### config.mk
export PLATFORM = sky130hd
export DESIGN_NAME = mlpwm_top
export DESIGN_NICKNAME = d
export VERILOG_FILES = /design/src/rtl/mlpwm_pkg.sv /design/src/rtl/mlpwm_tri_gen.sv /design/src/rtl/mlpwm_band_cmp.sv /design/src/rtl/mlpwm_top.sv
export SDC_FILE = /design/constraint.sdc
export NUM_CORES = 1
export LEC_CHECK = 0
export ABC_CLOCK_PERIOD_IN_PS = 16940
export BUFFER_PORTS_ARGS = -buffer_cell sky130_fd_sc_hd__buf_2
export CORE_MARGIN = 8
export CORE_UTILIZATION = 40
export CTS_BUF_LIST = sky130_fd_sc_hd__clkbuf_4 sky130_fd_sc_hd__clkbuf_8
export CTS_CLUSTER_DIAMETER = 80
export CTS_CLUSTER_SIZE = 14
export DETAILED_ROUTE_END_ITERATION = 7
export PLACE_DENSITY_LB_ADDON = 0.1
export SLEW_MARGIN = 5
export SYNTH_ARGS = -nofsm -noshare
export SYNTH_HDL_FRONTEND = slang
export SYNTH_SLANG_ARGS = --single-unit
export TNS_END_PERCENT = 1
### constraint.sdc
create_clock -name clk -period 16.94 [get_ports clk]
set_clock_uncertainty 0.2 [all_clocks]
set_input_delay 1.694 -clock clk [delete_from_list [all_inputs] [get_ports clk]]
set_output_delay 1.694 -clock clk [all_outputs]
set_load 0.05 [all_outputs]
### src/rtl/mlpwm_pkg.sv
package mlpwm_pkg;
  typedef enum logic [1:0] {
    ARR_SAME  = 2'd0,
    ARR_SPLIT = 2'd1,
    ARR_ALT   = 2'd2
  } carrier_arr_e;
endpackage

### src/rtl/mlpwm_tri_gen.sv
module mlpwm_tri_gen #(
  parameter int CNT_W = 8
) (
  input  logic             clk,
  input  logic             rst,
  input  logic [CNT_W-1:0] period_in,
  input  logic [1:0]       mode_in,
  output logic [CNT_W-1:0] tri_o,
  output logic [CNT_W-1:0] per_o,
  output logic [1:0]       mode_o
);
  localparam int PH_W = CNT_W + 1;

  logic [PH_W-1:0]  phase;
  logic [CNT_W-1:0] per_q;
  logic [1:0]       mode_q;
  logic [CNT_W-1:0] per_eff;
  logic [PH_W-1:0]  two_p;
  logic             last;

  assign per_eff = (period_in == '0) ? CNT_W'(1) : period_in;
  assign two_p   = {per_q, 1'b0};
  assign last    = (phase == two_p - PH_W'(1));

  always_ff @(posedge clk) begin
    if (rst) begin
      phase  <= '0;
      per_q  <= per_eff;
      mode_q <= mode_in;
    end else if (last) begin
      phase  <= '0;
      per_q  <= per_eff;
      mode_q <= mode_in;
    end else begin
      phase  <= phase + PH_W'(1);
    end
  end

  always_comb begin
    if (phase < {1'b0, per_q}) tri_o = phase[CNT_W-1:0];
    else                       tri_o = CNT_W'(two_p - phase);
  end

  assign per_o  = per_q;
  assign mode_o = mode_q;

  // triangle never leaves its band
  a_r3_tri_bound: assert property (@(posedge clk) disable iff (rst)
    tri_o <= per_q);

  // captured mode and period move only after the last count
  a_r8_mode_hold: assert property (@(posedge clk) disable iff (rst)
    (!$past(rst) && (mode_q != $past(mode_q))) |-> $past(last));
  a_r8_per_hold: assert property (@(posedge clk) disable iff (rst)
    (!$past(rst) && (per_q != $past(per_q))) |-> $past(last));
endmodule

### src/rtl/mlpwm_band_cmp.sv
module mlpwm_band_cmp
  import mlpwm_pkg::*;
#(
  parameter int REF_W = 12,
  parameter int CNT_W = 8,
  parameter int NC    = 4,
  parameter int BAND  = 0
) (
  input  logic                    clk,
  input  logic                    rst,
  input  logic signed [REF_W-1:0] ref_in,
  input  logic [CNT_W-1:0]        tri_in,
  input  logic [CNT_W-1:0]        per_in,
  input  logic [1:0]              mode_in,
  output logic                    g_hi,
  output logic                    g_lo
);
  localparam int CW   = REF_W + CNT_W + 2;
  localparam int MID  = NC / 2;
  localparam bit BELOW = (BAND < MID);
  localparam bit ODD   = ((BAND % 2) == 1);
  localparam logic signed [CW-1:0] STEP = CW'(BAND - MID);

  logic                 inv;
  logic [CNT_W-1:0]     local_v;
  logic signed [CW-1:0] per_s;
  logic signed [CW-1:0] offset;
  logic signed [CW-1:0] carrier;
  logic signed [CW-1:0] ref_s;
  logic                 above;

  always_comb begin
    case (mode_in)
      ARR_SPLIT: inv = BELOW;
      ARR_ALT:   inv = ODD;
      default:   inv = 1'b0;
    endcase
  end

  assign local_v = inv ? (per_in - tri_in) : tri_in;
  assign per_s   = CW'(per_in);
  assign offset  = per_s * STEP;
  assign carrier = offset + CW'(local_v);
  assign ref_s   = CW'(ref_in);
  assign above   = (ref_s > carrier);

  always_ff @(posedge clk) begin
    if (rst) begin
      g_hi <= 1'b0;
      g_lo <= 1'b1;
    end else begin
      g_hi <= above;
      g_lo <= ~above;
    end
  end

  // the two switches of a module are never on together
  a_r1_complement: assert property (@(posedge clk) disable iff (rst)
    g_hi != g_lo);

  // reset leaves the lower switch on
  a_r2_reset_state: assert property (@(posedge clk)
    rst |=> (g_lo && !g_hi));
endmodule

### src/rtl/mlpwm_top.sv
module mlpwm_top #(
  parameter int LEVELS = 5,
  parameter int REF_W  = 12,
  parameter int CNT_W  = 8
) (
  input  logic                    clk,
  input  logic                    rst,
  input  logic signed [REF_W-1:0] ref_in,
  input  logic [CNT_W-1:0]        period_in,
  input  logic [1:0]              mode_in,
  output logic [LEVELS-2:0]       gate_hi,
  output logic [LEVELS-2:0]       gate_lo
);
  localparam int NC = LEVELS - 1;

  logic [CNT_W-1:0] tri_v;
  logic [CNT_W-1:0] per_v;
  logic [1:0]       mode_v;

  mlpwm_tri_gen #(.CNT_W(CNT_W)) tri_i (
    .clk       (clk),
    .rst       (rst),
    .period_in (period_in),
    .mode_in   (mode_in),
    .tri_o     (tri_v),
    .per_o     (per_v),
    .mode_o    (mode_v)
  );

  for (genvar k = 0; k < NC; k++) begin : g_band
    mlpwm_band_cmp #(
      .REF_W (REF_W),
      .CNT_W (CNT_W),
      .NC    (NC),
      .BAND  (k)
    ) band_i (
      .clk     (clk),
      .rst     (rst),
      .ref_in  (ref_in),
      .tri_in  (tri_v),
      .per_in  (per_v),
      .mode_in (mode_v),
      .g_hi    (gate_hi[k]),
      .g_lo    (gate_lo[k])
    );
  end

  for (genvar k = 0; k < NC - 1; k++) begin : g_stack
    // a band can only conduct if every band beneath it does
    a_r9_stack: assert property (@(posedge clk) disable iff (rst)
      gate_hi[k+1] |-> gate_hi[k]);
  end
endmodule

==> results.json <==
{
  "layout-drive-gt1-share_pct": 8.12,
  "crit_path_max_incr_delay_ns": 0.79,
  "pwr_density_cell_nw_per_um2": 61.4,
  "postRouteWirelength_mm": 12.0,
  "num_vias": 3966,
  "grt_busiest_layer": "met2",
  "cts_made_buffers": 3,
  "path_clk_slew_ns": 0.11,
  "leakage_nw": 2.31,
  "layout_setup_ws_ns": 9.67,
  "grt-ovfl-total": 0,
  "ys_ff_latch": 27,
  "clock-root-buffer": "clkbuf_8",
  "antenna_found_initial": 0,
  "die_y_um": 125,
  "netlist_instances": 569,
  "grt_max_degree": 22,
  "final_core_util_pct": 43.4,
  "clk_path_buf_depth": 2,
  "cts_max_level": 1,
  "firstDrtPassIters": 4,
  "detail_route.wl_per_cell_um": 16.6,
  "yosysWarnings": 0,
  "drtIter0Drc": 215,
  "p_comb_share_pct": 60.5,
  "ctsHoldBuffers": 0,
  "switching_power_mw": 0.136,
  "critical_path_class": "reg2reg",
  "grt_util_met3_pct": 2.51,
  "ys_types": 55,
  "cts_tree": "done",
  "grt_usage_pct": 15.4,
  "use_met2_pct": 26.7,
  "maxCapViolCount": 0,
  "syn2layout_area_growth_pct": 5.60,
  "start_kind": "flip-flop",
  "total_power_mw": 0.306,
  "min_period_ns": 7.27,
  "cp_max_fo": 13,
  "core_area_um2": 11500,
  "ir_worst_vdd_mv": 0.0333,
  "ant_nets": 0,
  "yosysSeqAreaShare_pct": 13.6,
  "syn-num-nets": 698,
  "grt_pass1_wl_mm": 19.9,
  "sw_frac_of_total_pct": 44.6,
  "grt_pass1_vias": 4040,
  "clock_latency_ns": 0.30,
  "p_int_mw": 0.169,
  "rsz0062_at_grt": "false",
  "die_area_um2": 15500,
  "rows": 39,
  "die_w_um": 125,
  "tns_ns": 0,
  "synth-main-ff-cell": "dfxtp_1",
  "dp_hpwl_mm": 10.3,
  "final_nets": 709,
  "drc": 0,
  "ios": 32,
  "met1_usage_pct": 19.7,
  "final_cell_mix": "ha_1 (100), inv_1 (50), xnor2_1 (45)",
  "holdWs_ns": 0.408,
  "post_dp_cell_area_um2": 4930,
  "hold_violations": 0,
  "p_clk_share_pct": 14.1,
  "cpMaxStageDelayCell": "o41ai_2",
  "p_seq_share_pct": 25.4,
  "stdcell_count": 722,
  "relSlewSlack_pct": 36.5,
  "fillCellCount": 1174,
  "max_freq_mhz": 138,
  "hold_path.class": "reg2reg",
  "fin_crit_sh_pct": 42.9,
  "postCtsSetupBuffers": 0,
  "netlist_area_um2": 4710,
  "status": "finished clean",
  "start_util_pct": 41.1,
  "final_common_cell": "ha_1",
  "cts_sinks": 27,
  "design_area_um2": 4980,
  "antenna_cells": 0,
  "dp_cells": 718,
  "numPortBuffers": 31,
  "worst_ep_arrival_time_ns": 7.28,
  "setup_violations": 0,
  "place_ws_ns": 9.72,
  "cp.required_ns": 16.95,
  "end_kind": "flip-flop",
  "synth_edf_count": 10,
  "syn_avg_cell_area_um2": 8.29,
  "worst_slew_pin_slew_ns": 0.926,
  "cts_resized": 0,
  "slew_viol_final": 0,
  "routabilityCongestion": 0.832,
  "synth-async-reset-ratio_pct": 0,
  "via_per_inst": 5.49
}
[power by group through the flow]
stage / combinational (mW) / clock, mW / sequential, mW
2_1_floorplan: 0.143 / 0 / 0.0762
3_3_place_gp: 0.181 / 0 / 0.0793
3_5_place_dp: 0.185 / 0 / 0.0794
4_1_cts: 0.186 / 0.0451 / 0.0779
5_1_grt: 0.209 / 0.0467 / 0.0786
6_report: 0.185 / 0.0431 / 0.0778
[cells by family after synthesis]
group                      after synthesis  share of synthesized area [%]
and+or+nand+nor                        151                           16.8
AOI/OAI and AO/OA                      129                           18.7
adders and majority gates              111                           30.0
buffers and inverters                   76                           6.69
xor gates and xnor gates                64                           11.9
DFF                                     27                           13.6
muxes                                   11                           2.39
[sequential cells by signal, indices dropped and copies added, names as in the netlist]
signal              count
tri_i.per_o             8
g_band.band_i.g_lo      4
tri_i.mode_o            2
g_band.band_i.g_hi      4
tri_i.phase             9
[final timing paths]
path | start | endpoint | slack, ns | cells past startpoint
min reg2reg | tri_i.phase[8] | tri_i.phase[8] | 0.41 | 2
min | tri_i.phase[8] | tri_i.phase[8] | 0.41 | 2
max reg2reg | tri_i.per_o[7] | g_band[1].band_i.g_hi | 9.67 | 31
max | tri_i.per_o[7] | g_band[1].band_i.g_hi | 9.67 | 31
[metal layers]
| metal | vias up | routed length (um) |
|---|---|---|
| met2 | 49 | 5740 |
| met4 | 0 | 117 |
| met5 | - | 0 |
| met1 | 1861 | 5800 |
| li1 | 2047 | - |
| met3 | 9 | 364 |
[cell usage after synthesis, drive strengths merged (2+ instances only)]
library cell / count / area [um2]
ha: 100 / 1250
inv: 50 / 188
xnor2: 45 / 394
nor2: 35 / 131
a21oi: 30 / 150
nand2: 30 / 115
o21ai: 29 / 145
xor2: 19 / 166
clkbuf: 18 / 67.6
dfxtp: 17 / 340
nand3: 17 / 85.1
o21a: 17 / 128
a21o: 16 / 120
nand4: 14 / 87.6
nand2b: 13 / 81.3
nor2b: 13 / 81.3
edfxtp: 10 / 300
mux2i: 9 / 90.1
nor3: 9 / 56.3
buf: 8 / 60.1
maj3: 6 / 62.6
o21bai: 6 / 45.0
fa: 5 / 100
nor4: 5 / 31.3
o31ai: 5 / 37.5
a211oi: 4 / 40.0
a31oi: 4 / 25.0
and2: 4 / 25.0
a2111oi: 3 / 26.3
a221oi: 3 / 26.3
and4: 3 / 28.8
a221o: 2 / 20.0
and4b: 2 / 20.0
mux2: 2 / 22.5
nand3b: 2 / 15.0
nor4b: 2 / 17.5
[area by class of cell]
| class | count | area [um2] | share of cell area (%) |
|---|---|---|---|
| clock inverters | 1 | 8.76 | 0.176 |
| multi-input cells | 466 | 3760 | 75.5 |
| repair buffers | 32 | 163 | 3.27 |
| clock buffers | 3 | 41.3 | 0.829 |
| inverters | 50 | 188 | 3.77 |
| flip-flops and latches | 27 | 641 | 12.9 |
| well taps | 143 | 179 | 3.59 |
[critical path, delay by kind of cell (launching register included)]
| kind | cells | cell delay [ns] |
|---|---|---|
| AO/OA/AOI/OAI | 15 | 3.15 |
| XOR/XNOR | 3 | 0.53 |
| adder cells (fa/ha/maj) | 5 | 1.68 |
| buffers and inverters | 1 | 0.25 |
| flip-flops | 1 | 0.65 |
| AND/OR/NAND/NOR | 7 | 0.71 |
(Power assumes the default switching activity.)
